===== config.mk =====
export PLATFORM = sky130hd
export DESIGN_NAME = sec_alarm_timer
export DESIGN_NICKNAME = d
export VERILOG_FILES = /design/src/rtl/sat_pkg.sv /design/src/rtl/sat_counter.sv /design/src/rtl/sat_match.sv /design/src/rtl/sat_wake.sv /design/src/rtl/sec_alarm_timer.sv
export SDC_FILE = /design/constraint.sdc
export NUM_CORES = 1
export LEC_CHECK = 0
export BUFFER_PORTS_ARGS = -buffer_cell sky130_fd_sc_hd__buf_2
export CAP_MARGIN = 5
export CORE_UTILIZATION = 30
export CTS_BUF_LIST = sky130_fd_sc_hd__clkbuf_4 sky130_fd_sc_hd__clkbuf_8 sky130_fd_sc_hd__clkbuf_16
export DETAILED_ROUTE_END_ITERATION = 6
export GPL_TIMING_DRIVEN = 0
export PLACE_DENSITY = 0.53
export SYNTH_ARGS = -nofsm -noshare
export SYNTH_HDL_FRONTEND = slang
export SYNTH_SLANG_ARGS = --single-unit

===== constraint.sdc =====
create_clock -name clk -period 2.05 [get_ports clk]
set_input_delay 0.205 -clock clk [delete_from_list [all_inputs] [get_ports clk]]
set_output_delay 0.205 -clock clk [all_outputs]
set_load 0.05 [all_outputs]

===== src/rtl/sat_pkg.sv =====
package sat_pkg;
  // word indices (byte offset / 4)
  localparam logic [2:0] IDX_UP   = 3'd0;
  localparam logic [2:0] IDX_DOWN = 3'd1;
  localparam logic [2:0] IDX_CMPA = 3'd2;
  localparam logic [2:0] IDX_CMPB = 3'd3;
  localparam logic [2:0] IDX_CTRL = 3'd4;
  localparam logic [2:0] IDX_STAT = 3'd5;
  localparam logic [2:0] IDX_KEY  = 3'd6;

  localparam int NUM_CMP  = 2;
  localparam int CTRL_W   = 8;
  localparam int STAT_W   = 3;

  // control bit positions
  localparam int CB_IRQ_EN0 = 0;
  localparam int CB_ROUTE0  = 2;
  localparam int CB_CLEAR   = 4;
  localparam int CB_FREEZE  = 6;
  localparam int CB_FORCE   = 7;
  localparam logic [CTRL_W-1:0] CTRL_MASK = 8'hDF;
endpackage


===== src/rtl/sat_counter.sv =====
module sat_counter #(
  parameter int W = 32
) (
  input  logic         clk,
  input  logic         rst_n,
  input  logic         clear,
  input  logic         freeze,
  input  logic         tick,
  input  logic         ld_up,
  input  logic         ld_dn,
  input  logic [W-1:0] ld_val,
  output logic [W-1:0] up_cnt,
  output logic [W-1:0] dn_cnt
);
  localparam logic [W-1:0] ONE = W'(1);
  logic step;
  assign step = tick & ~freeze;

  always_ff @(posedge clk or negedge rst_n) begin
    if (!rst_n) begin
      up_cnt <= '0;
      dn_cnt <= '1;
    end else if (clear) begin
      up_cnt <= '0;
      dn_cnt <= '1;
    end else begin
      if (ld_up)     up_cnt <= ld_val;
      else if (step) up_cnt <= up_cnt + ONE;
      if (ld_dn)     dn_cnt <= ld_val;
      else if (step) dn_cnt <= dn_cnt - ONE;
    end
  end
endmodule


===== src/rtl/sat_match.sv =====
module sat_match #(
  parameter int W = 32,
  parameter int N = 2
) (
  input  logic                clk,
  input  logic                rst_n,
  input  logic [W-1:0]        up_cnt,
  input  logic [N-1:0][W-1:0] cmp_val,
  input  logic [N-1:0]        clr,
  output logic [N-1:0]        hit
);
  for (genvar i = 0; i < N; i++) begin : g_ch
    logic eq;
    assign eq = (up_cnt == cmp_val[i]);
    always_ff @(posedge clk or negedge rst_n) begin
      if (!rst_n) hit[i] <= 1'b0;
      else        hit[i] <= eq | (hit[i] & ~clr[i]);
    end
  end
endmodule


===== src/rtl/sat_wake.sv =====
module sat_wake #(
  parameter int N = 2
) (
  input  logic         clk,
  input  logic         rst_n,
  input  logic [N-1:0] hit,
  input  logic [N-1:0] route,
  input  logic         force_on,
  input  logic         clr,
  output logic         pwr,
  output logic         edge_st
);
  logic pwr_q;
  assign pwr = force_on | (|(hit & route));

  always_ff @(posedge clk or negedge rst_n) begin
    if (!rst_n) begin
      pwr_q   <= 1'b0;
      edge_st <= 1'b0;
    end else begin
      pwr_q   <= pwr;
      edge_st <= (pwr & ~pwr_q) | (edge_st & ~clr);
    end
  end
endmodule


===== src/rtl/sec_alarm_timer.sv =====
module sec_alarm_timer
  import sat_pkg::*;
#(
  parameter int W      = 32,
  parameter int ADDR_W = 5
) (
  input  logic              clk,
  input  logic              rst_n,
  input  logic              tick_i,
  input  logic              req_i,
  input  logic              we_i,
  input  logic [ADDR_W-1:0] addr_i,
  input  logic [W-1:0]      wdata_i,
  output logic [W-1:0]      rdata_o,
  output logic              irq_o,
  output logic              pwr_on_o
);
  localparam int IDX_W = ADDR_W - 2;

  logic [IDX_W-1:0]          idx;
  logic                      wr;
  logic                      wr_up, wr_dn, wr_stat;
  logic [CTRL_W-1:0]         ctrl_q;
  logic [NUM_CMP-1:0][W-1:0] cmp_q;
  logic [W-1:0]              key_q;
  logic [W-1:0]              up_cnt, dn_cnt;
  logic [NUM_CMP-1:0]        hit_st;
  logic                      wake_st;
  logic [STAT_W-1:0]         stat;

  assign idx     = addr_i[ADDR_W-1:2];
  assign wr      = req_i & we_i;
  assign wr_up   = wr && (idx == IDX_W'(IDX_UP));
  assign wr_dn   = wr && (idx == IDX_W'(IDX_DOWN));
  assign wr_stat = wr && (idx == IDX_W'(IDX_STAT));
  assign stat    = {wake_st, hit_st};

  always_ff @(posedge clk or negedge rst_n) begin
    if (!rst_n) begin
      ctrl_q <= '0;
      cmp_q  <= '1;
      key_q  <= '0;
    end else if (wr) begin
      case (idx)
        IDX_W'(IDX_CTRL): ctrl_q   <= wdata_i[CTRL_W-1:0] & CTRL_MASK;
        IDX_W'(IDX_CMPA): cmp_q[0] <= wdata_i;
        IDX_W'(IDX_CMPB): cmp_q[1] <= wdata_i;
        IDX_W'(IDX_KEY):  key_q    <= wdata_i;
        default: ;
      endcase
    end
  end

  sat_counter #(.W(W)) u_cnt (
    .clk(clk), .rst_n(rst_n),
    .clear(ctrl_q[CB_CLEAR]), .freeze(ctrl_q[CB_FREEZE]), .tick(tick_i),
    .ld_up(wr_up), .ld_dn(wr_dn), .ld_val(wdata_i),
    .up_cnt(up_cnt), .dn_cnt(dn_cnt)
  );

  sat_match #(.W(W), .N(NUM_CMP)) u_match (
    .clk(clk), .rst_n(rst_n), .up_cnt(up_cnt), .cmp_val(cmp_q),
    .clr({NUM_CMP{wr_stat}} & wdata_i[NUM_CMP-1:0]),
    .hit(hit_st)
  );

  sat_wake #(.N(NUM_CMP)) u_wake (
    .clk(clk), .rst_n(rst_n), .hit(hit_st),
    .route(ctrl_q[CB_ROUTE0 +: NUM_CMP]), .force_on(ctrl_q[CB_FORCE]),
    .clr(wr_stat & wdata_i[NUM_CMP]),
    .pwr(pwr_on_o), .edge_st(wake_st)
  );

  assign irq_o = |(hit_st & ctrl_q[CB_IRQ_EN0 +: NUM_CMP]);

  always_comb begin
    case (idx)
      IDX_W'(IDX_UP):   rdata_o = up_cnt;
      IDX_W'(IDX_DOWN): rdata_o = dn_cnt;
      IDX_W'(IDX_CMPA): rdata_o = cmp_q[0];
      IDX_W'(IDX_CMPB): rdata_o = cmp_q[1];
      IDX_W'(IDX_CTRL): rdata_o = W'(ctrl_q);
      IDX_W'(IDX_STAT): rdata_o = W'(stat);
      IDX_W'(IDX_KEY):  rdata_o = key_q;
      default:          rdata_o = '0;
    endcase
  end
endmodule


==> flow_summary.toml, run 1 <==
[timing]
fin_ws_ps = -40.0
rsz0062_at_grt = "true"
post-route-period-util_pct = 102
hold_viol = 0
holdWs_ps = 38.3
min_period_ps = 2090
slew_headroom_pct = 36.7
clock_skew_ps = 11.2
max_freq_mhz = 478
max_slew.worst_pin.slew_ps = 946
report.final.slew_viol_count = 0
finalSetupViolations = 1

[synthesis]
mappedNetlistNets = 1004
synth_cell_types = 64
yosysWarnings = 0
ys_ff_latch = 171
async_flop_share_pct = 100
yosysSeqAreaShare_pct = 43.0
ys.flop_type = "dfstp_2"
synth-edff-count = 0
synth_cells = 960
syn_area_per_cell_um2 = 10.7
synth_area_um2 = 10200

[grt]
overflow = 0
use_met3_pct = 3.01
grt_pass1_vias = 8060
met2_usage_pct = 32.6
busiest_layer = "met2"
antenna_found_initial = 0
grtUsageTotal_pct = 20.3
grt_max_degree = 93
grtUsageMet1_pct = 28.4
grt_first_pass_wirelength_um = 52900

[cts]
clock_latency_ps = 450
cts.sinks = 171
path_clk_slew_ps = 70
numCtsBuffers = 17
clockBufferDepth = 2
cts_root_buf = "clkbuf_16"
cts_tree = "done"
cts-htree-levels = 4

[hold_path]
min_path_cells = 3
hp-start = "wdata_i[13]"
hold_class = "in2reg"
worstHoldEndpoint = "u_cnt.dn_cnt[13]"

[final_layout]
nets = 1105
area_growth_pct = 20.3
drive_above_1_share_pct = 43.6
final_common_cell = "mux2_2"
antenna_cells = 0
final_util_pct = 36.7
final_cell_mix = "mux2_2, dfstp_2, xnor2_1"
fin_cells = 1522

[detailed_routing]
wl_per_cell_um = 22.8
postRouteAntennaNets = 0
wirelength_um = 34700
via_per_inst = 5.34
route.vias.total = 8128
drt-pass1-iter-count = 5
drtIter0Drc = 676
drc = 0

[worst_setup_path]
reg2reg_from = "u_cnt.up_cnt[13]"
r2r_cells = 7
path_class = "reg2out"
critPathLaunchType = "flip-flop"
rrSetupSlack_ps = 50
arrival_ps = 1880
end_kind = "primary output"
reg2reg_to = "u_cnt.up_cnt[31]"
path_max_fanout = 2
worstPathRequired_ps = 1850

[run_status]
violations = "negative setup slack"
status = "complete, but fails checks"

[floorplanning]
dieArea_um2 = 34800
start_util_pct = 30.5
num_io_pins = 76
die_x_um = 187
die_h_um = 187
rows = 67
core_area_um2 = 33500

[place]
dp_hpwl_um = 25300
portBuffers = 72
routabilityCongestion = 0.866
post-place-ws_ps = -649
place_inst = 1481

[power]
p_total_mw = 11.3
power.density_nw_per_um2 = 918
p_leak_nw = 4.82
ir_drop_v = 0.000596

[flow_run]
max_cap_violations = 0
## critical path: stages (launching register included)
cell     delay, ps
dfrtp_1        400
buf_6          130
mux4_2         460
mux2_4         300
buf_8          150
## state kept, by name, summed over array words and instances, names as in the netlist
signal          count
u_cnt.up_cnt       32
u_wake.pwr_q        1
u_wake.edge_st      1
key_q              32
u_cnt.dn_cnt       32
ctrl_q              7
u_match.hit         2
cmp_q              64
## synthesized netlist by cell type, drive strengths merged (6+ instances only)
cell / count / area [um2]
a21oi: 19 / 95.1
and3: 6 / 37.5
mux4: 27 / 608
nand3: 22 / 120
dfrtp: 75 / 1880
inv: 34 / 128
nand2: 61 / 229
clkbuf: 39 / 188
nor3: 29 / 145
buf: 37 / 193
mux2: 103 / 1160
nor2: 84 / 315
a211oi: 30 / 225
xor2: 21 / 184
o21ai: 38 / 190
mux2i: 15 / 150
xnor2: 94 / 823
nand4: 34 / 234
and4: 6 / 52.6
nor4: 22 / 189
dfstp: 96 / 2520
## per-stage QoR
stage	instance area, um2	setup TNS, ps
2_1_floorplan	10300	0
3_3_place_gp	11200	-311500
3_5_place_dp	11300	-48290
4_1_cts	12100	-46.0
5_1_grt	12300	-153
6_report	12300	-40.0
## where the power goes
group / switching, mW / internal (mW)
Clock: 1.51 / 1.84
Sequential: 0.555 / 4.22
Combinational: 1.81 / 1.35
## kinds of logic (layout without fill, tap and decap cells)
family,after synthesis,after routing,synth area share (%)
xor gates and xnor gates,115,115,9.85
adders and majority gates,2,2,0.245
muxes,145,145,18.8
DFF,171,171,43.0
buffers and inverters,111,225,5.00
AOI/OAI and AO/OA,119,119,7.54
and+or+nand+nor,297,297,15.6
## worst max path at each step
stage                                from           end  slack (ps)  cells after the start
after CTS                 u_cnt.up_cnt[0]    rdata_o[0]         -50                      4
after floorplan                 addr_i[3]    rdata_o[2]          30                      6
after global routing      u_cnt.up_cnt[0]    rdata_o[0]         -60                      4
after global placement              rst_n  u_wake.pwr_q       -2160                      1
after detailed placement        addr_i[2]    rdata_o[9]        -650                      8
final                     u_cnt.up_cnt[0]    rdata_o[0]         -40                      4
## final cells by class
type                            count  area (um2)
Fill cell                        3424       21200
Multi-Input combinational cell    678        5580
Sequential cell                   171        4410
Timing Repair Buffer               95         638
Tap cell                          448         561
Clock buffer                       19         440
Buffer                             63         400
Clock inverter                     13         143
Inverter                           35         131
## routing by layer
layer,wire (um),part of all wire [%]
met5,0,0
met4,623,1.8
met3,1840,5.3
met2,16400,47
met1,15900,46
## what timing repair did
item,CTS,global route
setup buffers,11,10
resized for setup,58,50
hold buffers,1,0
endpoints found under the hold margin,31,0
pin swaps,4,6
setup endpoints to repair,67,79
Power figures use the tool's default switching activity.
==> run 2: changes to the inputs <==
--- a/config.mk
+++ b/config.mk
@@ -11,7 +11,9 @@
 export CTS_BUF_LIST = sky130_fd_sc_hd__clkbuf_4 sky130_fd_sc_hd__clkbuf_8 sky130_fd_sc_hd__clkbuf_16
 export DETAILED_ROUTE_END_ITERATION = 6
 export GPL_TIMING_DRIVEN = 0
-export PLACE_DENSITY = 0.53
+export MAX_ROUTING_LAYER = met4
+export PLACE_DENSITY = 0.52
 export SYNTH_ARGS = -nofsm -noshare
 export SYNTH_HDL_FRONTEND = slang
+export SYNTH_HIERARCHICAL = 1
 export SYNTH_SLANG_ARGS = --single-unit
==> run 2 against run 1 <==
The run still ends with negative setup slack left. Final area rose by 4.0%. Maximum frequency fell by 5.2%. Clock-buffer cell count did not move. Critical path depth rose by 1. Core utilization rose by 0.46 points. Non-clock buffer count rose by 12. Die area rose by 2.4%. Area after synthesis rose by 2.4%. Setup slack got worse by 120 ps. Clock power rose by 10%. Combinational power rose by 11%. Highest routed layer unchanged.
==> flow_summary.toml, run 2 <==
[floorplanning]
dieArea_um2 = 35700
rows = 68
core_area_um2 = 34500
die_x_um = 189
num_io_pins = 76
start_util_pct = 30.4
die_h_um = 189

[final_layout]
area_growth_pct = 22.2
antenna_cells = 0
drive_above_1_share_pct = 43.3
nets = 1138
fin_area_um2 = 12800
final_common_cell = "mux2_2"
regMostFlops = "cmp_q"
largest_reg_flops = 64
final_cell_mix = "mux2_2, dfstp_2, xor2_1"

[cts]
cts.sinks = 171
clock_latency_ps = 450
cts_root_buf = "clkbuf_16"
cts-htree-levels = 4
numCtsBuffers = 17
cts_tree = "done"
clockBufferDepth = 2
path_clk_slew_ps = 80

[synthesis]
ys.flop_type = "dfstp_2"
synth_cell_types = 68
synth_cells = 968
synth_area_um2 = 10500
synth_largest_area_cell = "dfstp_2"
ys_ff_latch = 171
synth.most_common_cell = "mux2_2"
yosysSeqAreaShare_pct = 42.0
synth.top_cell.area_share_pct = 24.1
yosysWarnings = 6
syn_area_per_cell_um2 = 10.8
synth.top_cells.by_count = "mux2_2, dfstp_2, xor2_1"
synthTopCellsByArea = "dfstp_2, dfrtp_1, mux2_2, mux2i_1, xor2_1"
mappedNetlistNets = 1012
async_flop_share_pct = 100
synth-edff-count = 0

[timing]
slew_headroom_pct = 45.1
report.final.slew_viol_count = 0
hold_viol = 0
holdWs_ps = 32.0
fin_ws_ps = -156
max_freq_mhz = 453
min_period_ps = 2210
post-route-period-util_pct = 108
max_slew.worst_pin.slew_ps = 820
clock_skew_ps = 16.8
finalSetupViolations = 7
rsz0062_at_grt = "true"

[worst_setup_path]
end_kind = "flip-flop"
critPathLaunchType = "flip-flop"
path_class = "reg2reg"
arrival_ps = 2550
worstPathRequired_ps = 2400
path_max_fanout = 5

[detailed_routing]
via_per_inst = 5.58
drtIter0Drc = 723
drc = 0
postRouteAntennaNets = 0
route.vias.total = 8710
wl_per_cell_um = 25.6
wirelength_um = 39900
drt-pass1-iter-count = 5

[grt]
grtUsageTotal_pct = 23.4
antenna_found_initial = 0
grt_pass1_vias = 8612
grt_max_degree = 94
grt_first_pass_wirelength_um = 59000
overflow = 0

[power]
p_leak_nw = 5.48
ir_drop_v = 0.000605
power.density_nw_per_um2 = 967

[place]
dp_hpwl_um = 29000
portBuffers = 71
placed_area_um2 = 11500
routabilityCongestion = 0.984

[run_status]
status = "complete, but fails checks"
violations = "negative setup slack"

[hold_path]
hold_class = "in2reg"

[flow_run]
max_cap_violations = 0
[run 2: cell types whose count changed after synthesis, moves of 16 or more]
cell,change
a21o_1,+25
a211oi_1,-16
inv_1,-20
xor2_1,+62
mux2i_1,+61
o21ai_0,-26
mux4_2,-27
o2bb2ai_1,+24
nor2_1,-26
xnor2_1,-67
nor4_1,+17
nand2_1,-29
[run 2: worst max-delay path, stage by stage (launching register included)]
cell and delay [ps]:
dfstp_2 380, or4_4 560, or4_4 640, nor4_4 220
nor4_2 70, a221oi_1 240
[run 2: logic make-up after synthesis]
group                    count (synthesis)  synth area share [%]
multiplexers                           182                  18.7
buffers and inverters                   78                  4.03
XOR/XNOR                               110                  9.20
flip-flops                             171                  42.0
AO/OA/AOI/OAI                          146                  10.3
adder cells (fa/ha/maj)                  2                 0.239
AND/OR/NAND/NOR                        279                  15.5
[run 2: path summary, 6_finish.rpt]
check	from	slack, ps	end	cells after the start
worst max-delay path	u_cnt/dn_cnt[6]	-160	u_cnt/dn_cnt[14]	5
min in group asynchronous	rst_n	340	key_q[4]	2
worst max register to register	u_cnt/dn_cnt[6]	-160	u_cnt/dn_cnt[14]	5
worst min-delay path	wdata_i[9]	30	u_cnt/dn_cnt[9]	3
worst min register to register	key_q[25]	510	key_q[25]	1
max in group asynchronous	rst_n	770	cmp_q[53]	3
[run 2: where the power goes]
part | internal (mW) | switching (mW) | leakage, nW
Combinational | 1.40 | 2.11 | 3.22
Clock | 2.21 | 1.49 | 0.315
Sequential | 4.34 | 0.828 | 1.94
[run 2: stage by stage]
step / instances / setup TNS (ps) / utilization (%) / setup WS [ps] / power, mW
2_1_floorplan: 968 / -22.5 / - / -22.5 / 7.17
3_3_place_gp: 1494 / -329570 / 33.1 / -2200 / 8.38
3_5_place_dp: 1495 / -62440 / 33.2 / -1260 / 8.43
4_1_cts: 1552 / -1290 / 36.5 / -172 / 12.3
5_1_grt: 1562 / -1470 / 37.1 / -220 / 12.9
6_report: 1562 / -554 / 37.1 / -156 / 12.4
[run 2: final cells by class]
class / count / area (um2)
plain buffers: 60 / 395
well taps: 455 / 569
clock inverters: 13 / 214
fillers: 3457 / 21700
multi-input cells: 719 / 5980
clock buffers: 19 / 440
flip-flops and latches: 171 / 4420
repair buffers: 110 / 727
inverters: 15 / 57.6
[run 2: repair_timing]
| action | in CTS | in global routing |
|---|---|---|
| endpoints found under the setup margin | 88 | 64 |
| hold endpoints to repair | 31 | 0 |
| hold buffers | 1 | 0 |
| pin swaps | 20 | 11 |
| gates resized for setup | 84 | 45 |
| setup buffers | 26 | 11 |
[run 2: layer usage]
metal	wire length [um]	vias to the layer above	track usage, %
met5	0	-	-
met4	1380	0	8.41
met2	17700	372	34.7
li1	-	3813	-
met3	3130	82	6.00
met1	17700	4443	30.6
==> run 3: changes to the inputs <==
==> constraint.sdc (replaced) <==
create_clock -name clk -period 2.5 [get_ports clk]
set_input_delay 0.25 -clock clk [delete_from_list [all_inputs] [get_ports clk]]
set_output_delay 0.25 -clock clk [all_outputs]
set_load 0.05 [all_outputs]
==> run 3 against run 2 <==
The run now ends clean. Setup slack improved by 190 ps. Final cell count fell by 2.0%. Clock-buffer cell count did not move. Sequential share of layout area rose by 1.8 points. Register-to-register slack improved by 190 ps. Core utilization fell by 2.0 points. Combinational power fell by 22%. Flip-flop and latch count did not move. Maximum frequency fell by 11%. Via count fell by 3.5%. Critical endpoint is now u_cnt/dn_cnt[30]. Highest routed layer unchanged.
==> flow_summary.toml, run 3 (synthesis results as in run 2) <==
[final_layout]
largest_reg_flops = 64
fin_area_um2 = 12100
drive_above_1_share_pct = 35.3
regArea_um2 = 4400
multi_input_area_um2 = 5680
nets = 1106
num-fill-cells = 3516
regMostFlops = "cmp_q"
fin_cells = 1531
final_util_pct = 35.2
area_growth_pct = 15.7
final_common_cell = "mux2_2"
final_cell_mix = "mux2_2, dfstp_2, buf_2"

[timing]
min_period_ps = 2470
fin_ws_ps = 30.0
clock_skew_ps = 21.2
setup_tns_ps = 0
rsz0062_at_grt = "false"
hold_viol = 0
slew_headroom_pct = 13.8
max_freq_mhz = 405
max_slew.worst_pin.slew_ps = 1280
post-route-period-util_pct = 98.8
finalSetupViolations = 0
holdWs_ps = 53.3
report.final.slew_viol_count = 0

[floorplanning]
die_h_um = 189
rows = 68
core_area_um2 = 34500
start_util_pct = 30.4
dieArea_um2 = 35700
die_x_um = 189
num_io_pins = 76

[worst_setup_path]
arrival_ps = 2840
critPathLaunchType = "flip-flop"
r2r_cells = 5
reg2reg_to = "u_cnt/dn_cnt[30]"
critPathSlowestCell = "nor4_4"
path_class = "reg2reg"
path_max_fanout = 5
worstPathRequired_ps = 2870
cpPeakStageDelay_ps = 690
end_kind = "flip-flop"
reg2reg_from = "u_cnt/dn_cnt[8]"
crit_chain = "or4_4 > nor4_4 > nand2_2 > mux2_4 > a311oi_2"
rrSetupSlack_ps = 30

[grt]
grtUsageMet1_pct = 30.4
use_met3_pct = 6.78
grt_pass1_vias = 8346
busiest_layer = "met2"
grt_first_pass_wirelength_um = 59000
grt_max_degree = 111
overflow = 0
met2_usage_pct = 34.8
antenna_found_initial = 1
grtUsageTotal_pct = 23.6

[hold_path]
hp-start = "wdata_i[9]"
hold_class = "in2reg"
worstHoldEndpoint = "u_cnt/dn_cnt[9]"
min_path_cells = 3

[power]
p_leak_nw = 5.11
ir_drop_v = 0.000479
p_total_mw = 9.77
power.density_nw_per_um2 = 807

[place]
portBuffers = 71
routabilityCongestion = 0.952
dp_hpwl_um = 29700
post-place-ws_ps = -909
place_inst = 1495
placed_area_um2 = 11400

[cts]
cts-htree-levels = 4
clock_latency_ps = 460
clockBufferDepth = 2
cts.sinks = 171
cts_tree = "done"
path_clk_slew_ps = 80
numCtsBuffers = 17
cts_root_buf = "clkbuf_16"

[detailed_routing]
drc = 0
route.vias.total = 8409
postRouteAntennaNets = 0
drtIter0Drc = 791
wl_per_cell_um = 26.4
wirelength_um = 40400
via_per_inst = 5.49
drt-pass1-iter-count = 5

[flow_run]
max_cap_violations = 0

[run_status]
status = "complete, no violations"
==> run 3: cell count changes in the layout (fill, tap and decap cells not counted), moves of 11 or more <==
cell	before	now
nor4_1	21	33
dfrtp_2	15	4
clkbuf_2	17	4
buf_4	43	7
clkbuf_1	3	17
dfrtp_1	60	71
==> run 3: power by group <==
group / switching (mW) / internal (mW)
clock: 1.28 / 1.53
combinational: 1.67 / 1.06
sequential: 0.683 / 3.55
==> run 3: how the worst max path moves through the flow <==
stage / start / endpoint / slack, ps
4_1_cts: u_cnt/up_cnt[0] / u_cnt/up_cnt[30] / 7
3_5_place_dp: addr_i[3] / u_cnt/dn_cnt[3] / -910
2_1_floorplan: u_cnt/dn_cnt[14] / u_cnt/dn_cnt[30] / 400
3_3_place_gp: rst_n / ctrl_q[3] / -1740
5_1_grt: u_cnt/dn_cnt[8] / u_cnt/dn_cnt[30] / 3
6_report: u_cnt/dn_cnt[8] / u_cnt/dn_cnt[30] / 30
==> run 3: final cells by class <==
| class | instances | area share (%) |
|---|---|---|
| Sequential cell | 171 | 36.4 |
| Buffer | 62 | 3.09 |
| Clock buffer | 19 | 3.64 |
| Tap cell | 455 | 4.70 |
| Timing Repair Buffer | 76 | 3.51 |
| Antenna cell | 1 | 0.0207 |
| Multi-Input combinational cell | 719 | 46.9 |
| Inverter | 15 | 0.465 |
| Clock inverter | 13 | 1.30 |
==> run 3: critical path: cells and delay by family, from the launching register on <==
kind | cells | cell delay, ps
AOI/OAI and AO/OA | 1 | 230
DFF | 1 | 400
and+or+nand+nor | 3 | 1420
muxes | 1 | 340
==> run 3: repair_timing <==
action                                  4_1_cts  5_1_grt
hold buffers                                  1        0
gates resized for setup                       5       16
setup buffers                                 0        3
pin swaps                                     0        1
endpoints found under the setup margin       45       49
hold endpoints to repair                     20        0
==> run 3: routing by layer <==
layer  vias up  part of all wire [%]
met1      4273                    44
met3        70                   7.4
li1       3750                     -
met5         -                     0
met2       316                    44
met4         0                   4.0
